===== src/rtl/bseq_pkg.sv =====
// Package: shared types for the burst address sequencer.
// Assumes: nothing beyond a single clock domain.
package bseq_pkg;

    // Beat ordering selected by the static order input.
    typedef enum logic {
        ORD_LINEAR = 1'b0,
        ORD_XOR    = 1'b1
    } order_e;

endpackage


===== src/rtl/bseq_beat_ctr.sv =====
// Module: beat counter with wrap pulse.
// Counts burst beats. Clears on load, steps on step_en. Raises
// wrap_o for one cycle after stepping past the last beat.
// Assumes: load and step_en are never both high; the caller
// gives load priority.
module bseq_beat_ctr #(
    parameter int CNT_W = 2
) (
    input  logic             clk,
    input  logic             rst_n,
    input  logic             load,
    input  logic             step_en,
    output logic [CNT_W-1:0] cnt_o,
    output logic             wrap_o
);

    localparam logic [CNT_W-1:0] LAST_BEAT = {CNT_W{1'b1}};

    // Beat count and wrap flag register.
    always_ff @(posedge clk) begin
        if (!rst_n) begin
            cnt_o  <= '0;
            wrap_o <= 1'b0;
        end else if (load) begin
            cnt_o  <= '0;
            wrap_o <= 1'b0;
        end else if (step_en) begin
            cnt_o  <= cnt_o + 1'b1;
            wrap_o <= (cnt_o == LAST_BEAT);
        end else begin
            wrap_o <= 1'b0;
        end
    end

    // the wrap flag only appears when the count is back at beat 0.
    p_wrap_at_zero_r9: assert property (@(posedge clk) disable iff (!rst_n)
        wrap_o |-> (cnt_o == '0));

    // the wrap flag never lasts for two cycles in a row.
    p_wrap_single_r9: assert property (@(posedge clk) disable iff (!rst_n)
        wrap_o |=> !wrap_o);

endmodule


===== src/rtl/bseq_addr_hold.sv =====
// Module: starting-address register.
// Captures the full external address on load and holds it until
// the next load.
// Assumes: reset clears it to zero.
module bseq_addr_hold #(
    parameter int ADDR_W = 18
) (
    input  logic              clk,
    input  logic              rst_n,
    input  logic              load,
    input  logic [ADDR_W-1:0] addr_i,
    output logic [ADDR_W-1:0] start_o
);

    // Holding register for the burst's starting address.
    always_ff @(posedge clk) begin
        if (!rst_n)
            start_o <= '0;
        else if (load)
            start_o <= addr_i;
    end

    // with no load, the stored address never changes.
    p_start_stable_r7: assert property (@(posedge clk) disable iff (!rst_n)
        !load |=> $stable(start_o));

endmodule


===== src/rtl/bseq_order_map.sv =====
// Module: beat-to-low-address mapping.
// Combines the starting low bits with the beat count, using either
// a modular add or an XOR.
// Assumes: purely combinational; order may change at any time.
module bseq_order_map #(
    parameter int CNT_W = 2
) (
    input  bseq_pkg::order_e  order_i,
    input  logic [CNT_W-1:0]  start_lo_i,
    input  logic [CNT_W-1:0]  beat_i,
    output logic [CNT_W-1:0]  lo_o
);
    import bseq_pkg::*;

    // Selects the low address bits for the current beat.
    always_comb begin
        unique case (order_i)
            ORD_XOR:    lo_o = start_lo_i ^ beat_i;
            default:    lo_o = start_lo_i + beat_i;
        endcase
    end

endmodule


===== src/rtl/burst_addr_seq.sv =====
// Module: burst address sequencer (top).
// Loads a starting address on either strobe. Then steps the low CNT_W
// bits through a linear or interleaved order on advance, and flags
// the return to the start after the last beat.
// Assumes: order_sel is static during a burst; a strobe overrides
// advance.
module burst_addr_seq #(
    parameter int ADDR_W = 18,
    parameter int CNT_W  = 2
) (
    input  logic              clk,
    input  logic              rst_n,
    input  logic              strobe_proc,
    input  logic              strobe_ctrl,
    input  logic              advance,
    input  logic              order_sel,
    input  logic [ADDR_W-1:0] addr_in,
    output logic [ADDR_W-1:0] addr_out,
    output logic              wrap_pulse
);
    import bseq_pkg::*;

    localparam int UP_W = ADDR_W - CNT_W;

    logic              any_strobe;
    logic              step_en;
    logic [ADDR_W-1:0] start_q;
    logic [CNT_W-1:0]  beat_q;
    logic [CNT_W-1:0]  lo_bits;
    order_e            order_mode;

    // Strobe priority: a load suppresses the step.
    always_comb begin
        any_strobe = strobe_proc | strobe_ctrl;
        step_en    = advance & ~any_strobe;
        order_mode = order_e'(order_sel);
    end

    bseq_addr_hold #(.ADDR_W(ADDR_W)) i_hold (
        .clk     (clk),
        .rst_n   (rst_n),
        .load    (any_strobe),
        .addr_i  (addr_in),
        .start_o (start_q)
    );

    bseq_beat_ctr #(.CNT_W(CNT_W)) i_ctr (
        .clk     (clk),
        .rst_n   (rst_n),
        .load    (any_strobe),
        .step_en (step_en),
        .cnt_o   (beat_q),
        .wrap_o  (wrap_pulse)
    );

    bseq_order_map #(.CNT_W(CNT_W)) i_map (
        .order_i    (order_mode),
        .start_lo_i (start_q[CNT_W-1:0]),
        .beat_i     (beat_q),
        .lo_o       (lo_bits)
    );

    // Output address: held upper bits over the ordered low bits.
    always_comb begin
        addr_out = {start_q[ADDR_W-1:CNT_W], lo_bits};
    end

    // any strobe makes the sampled address appear at once.
    p_load_addr_r2: assert property (@(posedge clk) disable iff (!rst_n)
        any_strobe |=> (addr_out == $past(addr_in)));

    // an idle cycle with an unchanged order keeps the address.
    p_idle_hold_r4: assert property (@(posedge clk) disable iff (!rst_n)
        (!any_strobe && !advance) |=>
            ((order_sel != $past(order_sel)) || (addr_out == $past(addr_out))));

    // the upper bits move only on a strobe.
    p_upper_fixed_r7: assert property (@(posedge clk) disable iff (!rst_n)
        !any_strobe |=> (addr_out[ADDR_W-1:CNT_W] == $past(addr_out[ADDR_W-1:CNT_W])));

    // on a wrap, the output is back at the stored start.
    p_wrap_start_r9: assert property (@(posedge clk) disable iff (!rst_n)
        wrap_pulse |-> (addr_out == start_q));

    initial begin
        a_width_r7: assert (UP_W >= 1);
    end

endmodule


===== config.mk =====
export PLATFORM = sky130hd
export DESIGN_NAME = burst_addr_seq
export DESIGN_NICKNAME = d
export VERILOG_FILES = /design/src/rtl/bseq_pkg.sv /design/src/rtl/bseq_beat_ctr.sv /design/src/rtl/bseq_addr_hold.sv /design/src/rtl/bseq_order_map.sv /design/src/rtl/burst_addr_seq.sv
export SDC_FILE = /design/constraint.sdc
export NUM_CORES = 1
export LEC_CHECK = 0
export ABC_AREA = 1
export BUFFER_PORTS_ARGS = -buffer_cell sky130_fd_sc_hd__buf_2
export CORE_UTILIZATION = 35
export DETAILED_ROUTE_END_ITERATION = 10
export SLEW_MARGIN = 20
export SYNTH_ARGS = -nofsm -noshare
export SYNTH_HDL_FRONTEND = slang
export SYNTH_SLANG_ARGS = --single-unit

===== constraint.sdc =====
create_clock -name clk -period 2.67 [get_ports clk]
set_input_delay 0.4005 -clock clk [delete_from_list [all_inputs] [get_ports clk]]
set_output_delay 0.4005 -clock clk [all_outputs]
set_load 0.005 [all_outputs]

==> impl_metrics.json <==
{
  "setup_viol": 0,
  "io_buffers": 42,
  "maxSlewHeadroom_pct": 71.6,
  "areaGrowthSynthToFinish_pct": 9.65,
  "power_uw": 586,
  "slowest_stage": "dfxtp_1",
  "register_area_um2": 420,
  "antenna_found_initial": 0,
  "grt_max_degree": 22,
  "synth_top_family_by_area": "simple AND/OR/NAND/NOR gates",
  "powerDensity_nw_per_um2": 535,
  "slew_violations": 0,
  "start_kind": "flip-flop",
  "clock_path_buffers": 2,
  "slowest_delay_ns": 0.39,
  "syn_inst": 126,
  "hold_buffers": 0,
  "start_util_pct": 36.5,
  "fin_area_um2": 1090,
  "grt_overflow": 0,
  "viasPerCell": 4.72,
  "htree_levels": 1,
  "postRouteAntennaNets": 0,
  "vdd_drop_max_uv": 282,
  "fin_setup_tns_ns": 0,
  "coreArea_um2": 2730,
  "drc": 0,
  "holdCritPathClass": "in2reg",
  "post_cts_buffers": 0,
  "cts_inserted_buffers": 3,
  "antenna_cells": 0,
  "drt_iter0_markers": 18,
  "num_vias": 845,
  "synthesis.nets": 152,
  "clock_latency_ns": 0.30,
  "syn_area_per_cell_um2": 7.92,
  "gp_routability_congestion": 0.667,
  "die_height_um": 55.4,
  "path_class": "reg2out",
  "synth-compound-area-share_pct": 9.52,
  "cts.clk_slew.worst_paths_ns": 0.11,
  "drtPass1Iterations": 4,
  "place_area_um2": 1070,
  "final_util_pct": 40.0,
  "grt_usage_pct": 14.1,
  "yosys.area_share.simple_pct": 24.7,
  "fill_cells": 304,
  "final.min_clock_period_ns": 1.68,
  "dp_hpwl_mm": 1.39,
  "fin_skew_ns": 0.0000725,
  "drive_above_1_share_pct": 32.4,
  "rows": 19,
  "hold_slack_ns": 0.327,
  "drv_cap": 0,
  "yosysWarnings": 0,
  "cts-resized-gates": 0,
  "cp_cell_sequence": "ha_1, inv_1, nor2_1, nand3_1, nand2_1, inv_1, buf_2",
  "worst_slew_pin_slew_ns": 0.427,
  "cp.required_ns": 2.27,
  "worst_path_most_repeated_cell": "inv_1",
  "cp-end-kind": "primary output",
  "root_buffer": "clkbuf_4",
  "num_io_pins": 43,
  "p_leak_uw": 0.000542,
  "synth_cell_types": 18,
  "muxShareOfSynthArea_pct": 0,
  "fmaxAchievable_mhz": 596,
  "synth_xor_area_share_pct": 0.877,
  "period_share_pct": 62.9,
  "finalNetCount": 175,
  "wire_per_inst_um": 10.9,
  "clkSinkCount": 21,
  "grt_pass1_vias": 835,
  "rsz0062_at_grt": "false",
  "die_area_um2": 3070,
  "synth-seq-area-share_pct": 42.1,
  "multi_input_area_um2": 375,
  "fp.dieW_um": 55.4,
  "outcome": "completed",
  "ys_seq_elements": 21,
  "cp_max_fo": 3,
  "synth_adder_area_share_pct": 2.51,
  "finalHoldViolCount": 0,
  "netlist_area_um2": 998,
  "cts_tree": "yes",
  "cp.arrival_ns": 1.28,
  "wirelength_mm": 1.96,
  "grt_pass1_wl_mm": 3.40
}
-- layout make-up --
type | count | area share (%)
clock buffer | 3 | 2.06
clock inverter | 1 | 0.457
inverter | 6 | 2.06
multi-input combinational | 75 | 34.3
sequential | 21 | 38.4
tap | 31 | 3.54
timing repair buffer | 42 | 19.2
-- critical path, delay by kind of cell, from the launching register on --
kind	cells	cell delay [ns]
adders and majority gates	1	0.18
DFF	1	0.39
buffers and inverters	3	0.18
and+or+nand+nor	3	0.22
-- placed cells by master (no fill, tap or decap) --
cell type and count:
a21oi_1 1, nor2_1 22, ha_1 2, clkbuf_4 3, nand3_1 2, nand2_1 9, dfxtp_1 21, nor2_8 1
o21ai_1 17, nand3_2 1, inv_1 6, clkinv_2 1, buf_2 42, xnor2_1 1, o21ai_0 1, nor3_1 18
-- routing by layer --
layer  wire [µm]  vias to the layer above  share of wire (%)  track usage, %
li1            -                      438                  -               -
met1         869                      374                 44            15.9
met2         921                       31                 47            24.8
met3         149                        2                7.6            3.75
met4          16                        0               0.82            6.43
met5           0                        -                  0               0
-- sequential cells by signal (all words and copies together), names as in the netlist --
name and flops:
i_ctr.wrap_o 1, i_hold.start_o 18, i_ctr.cnt_o 2
-- cells in the mapped netlist --
cell      count  area (µm²)
a21oi_1       1        5.00
buf_2         2        10.0
buf_4        17         128
buf_6         3        33.8
clkbuf_1      1        3.75
clkbuf_2      1        5.00
dfxtp_1      21         420
ha_1          2        25.0
inv_1         6        22.5
nand2_1       9        33.8
nand3_1       2        10.0
nand3_2       1        10.0
nor2_1       22        82.6
nor2_8        1        20.0
nor3_1       18        90.1
o21ai_0       1        5.00
o21ai_1      17        85.1
xnor2_1       1        8.76
-- per-stage QoR --
step,instances,worst slack (ns)
2_1_floorplan,126,1.50
3_3_place_gp,175,1.38
3_5_place_dp,175,1.33
4_1_cts,179,0.968
5_1_grt,179,0.866
6_report,179,0.991
-- logic make-up (layout without fill, tap and decap cells) --
| family | after synthesis | in the layout |
|---|---|---|
| buf+inv | 30 | 52 |
| xor+xnor | 1 | 1 |
| flops | 21 | 21 |
| fa+ha+maj | 2 | 2 |
| simple gates | 53 | 53 |
| compound gates | 19 | 19 |
-- where the power goes --
part | internal [µW] | switching [µW] | total [µW]
Sequential | 333 | 10.3 | 344
Combinational | 42.7 | 48.9 | 91.6
Clock | 55.8 | 94.6 | 150
Total | 432 | 154 | 586
-- path summary, 6_finish.rpt --
kind	startpoint	endpoint	slack, ns	depth (start not counted)
worst max-delay path	i_ctr.cnt_o[0]	addr_out[1]	0.99	7
worst max register to register	i_ctr.cnt_o[1]	i_ctr.cnt_o[1]	1.71	5
worst min register to register	i_hold.start_o[6]	i_hold.start_o[6]	0.50	2
worst min-delay path	addr_in[16]	i_hold.start_o[16]	0.33	3
Note: power is estimated with default switching activity, not from simulation.
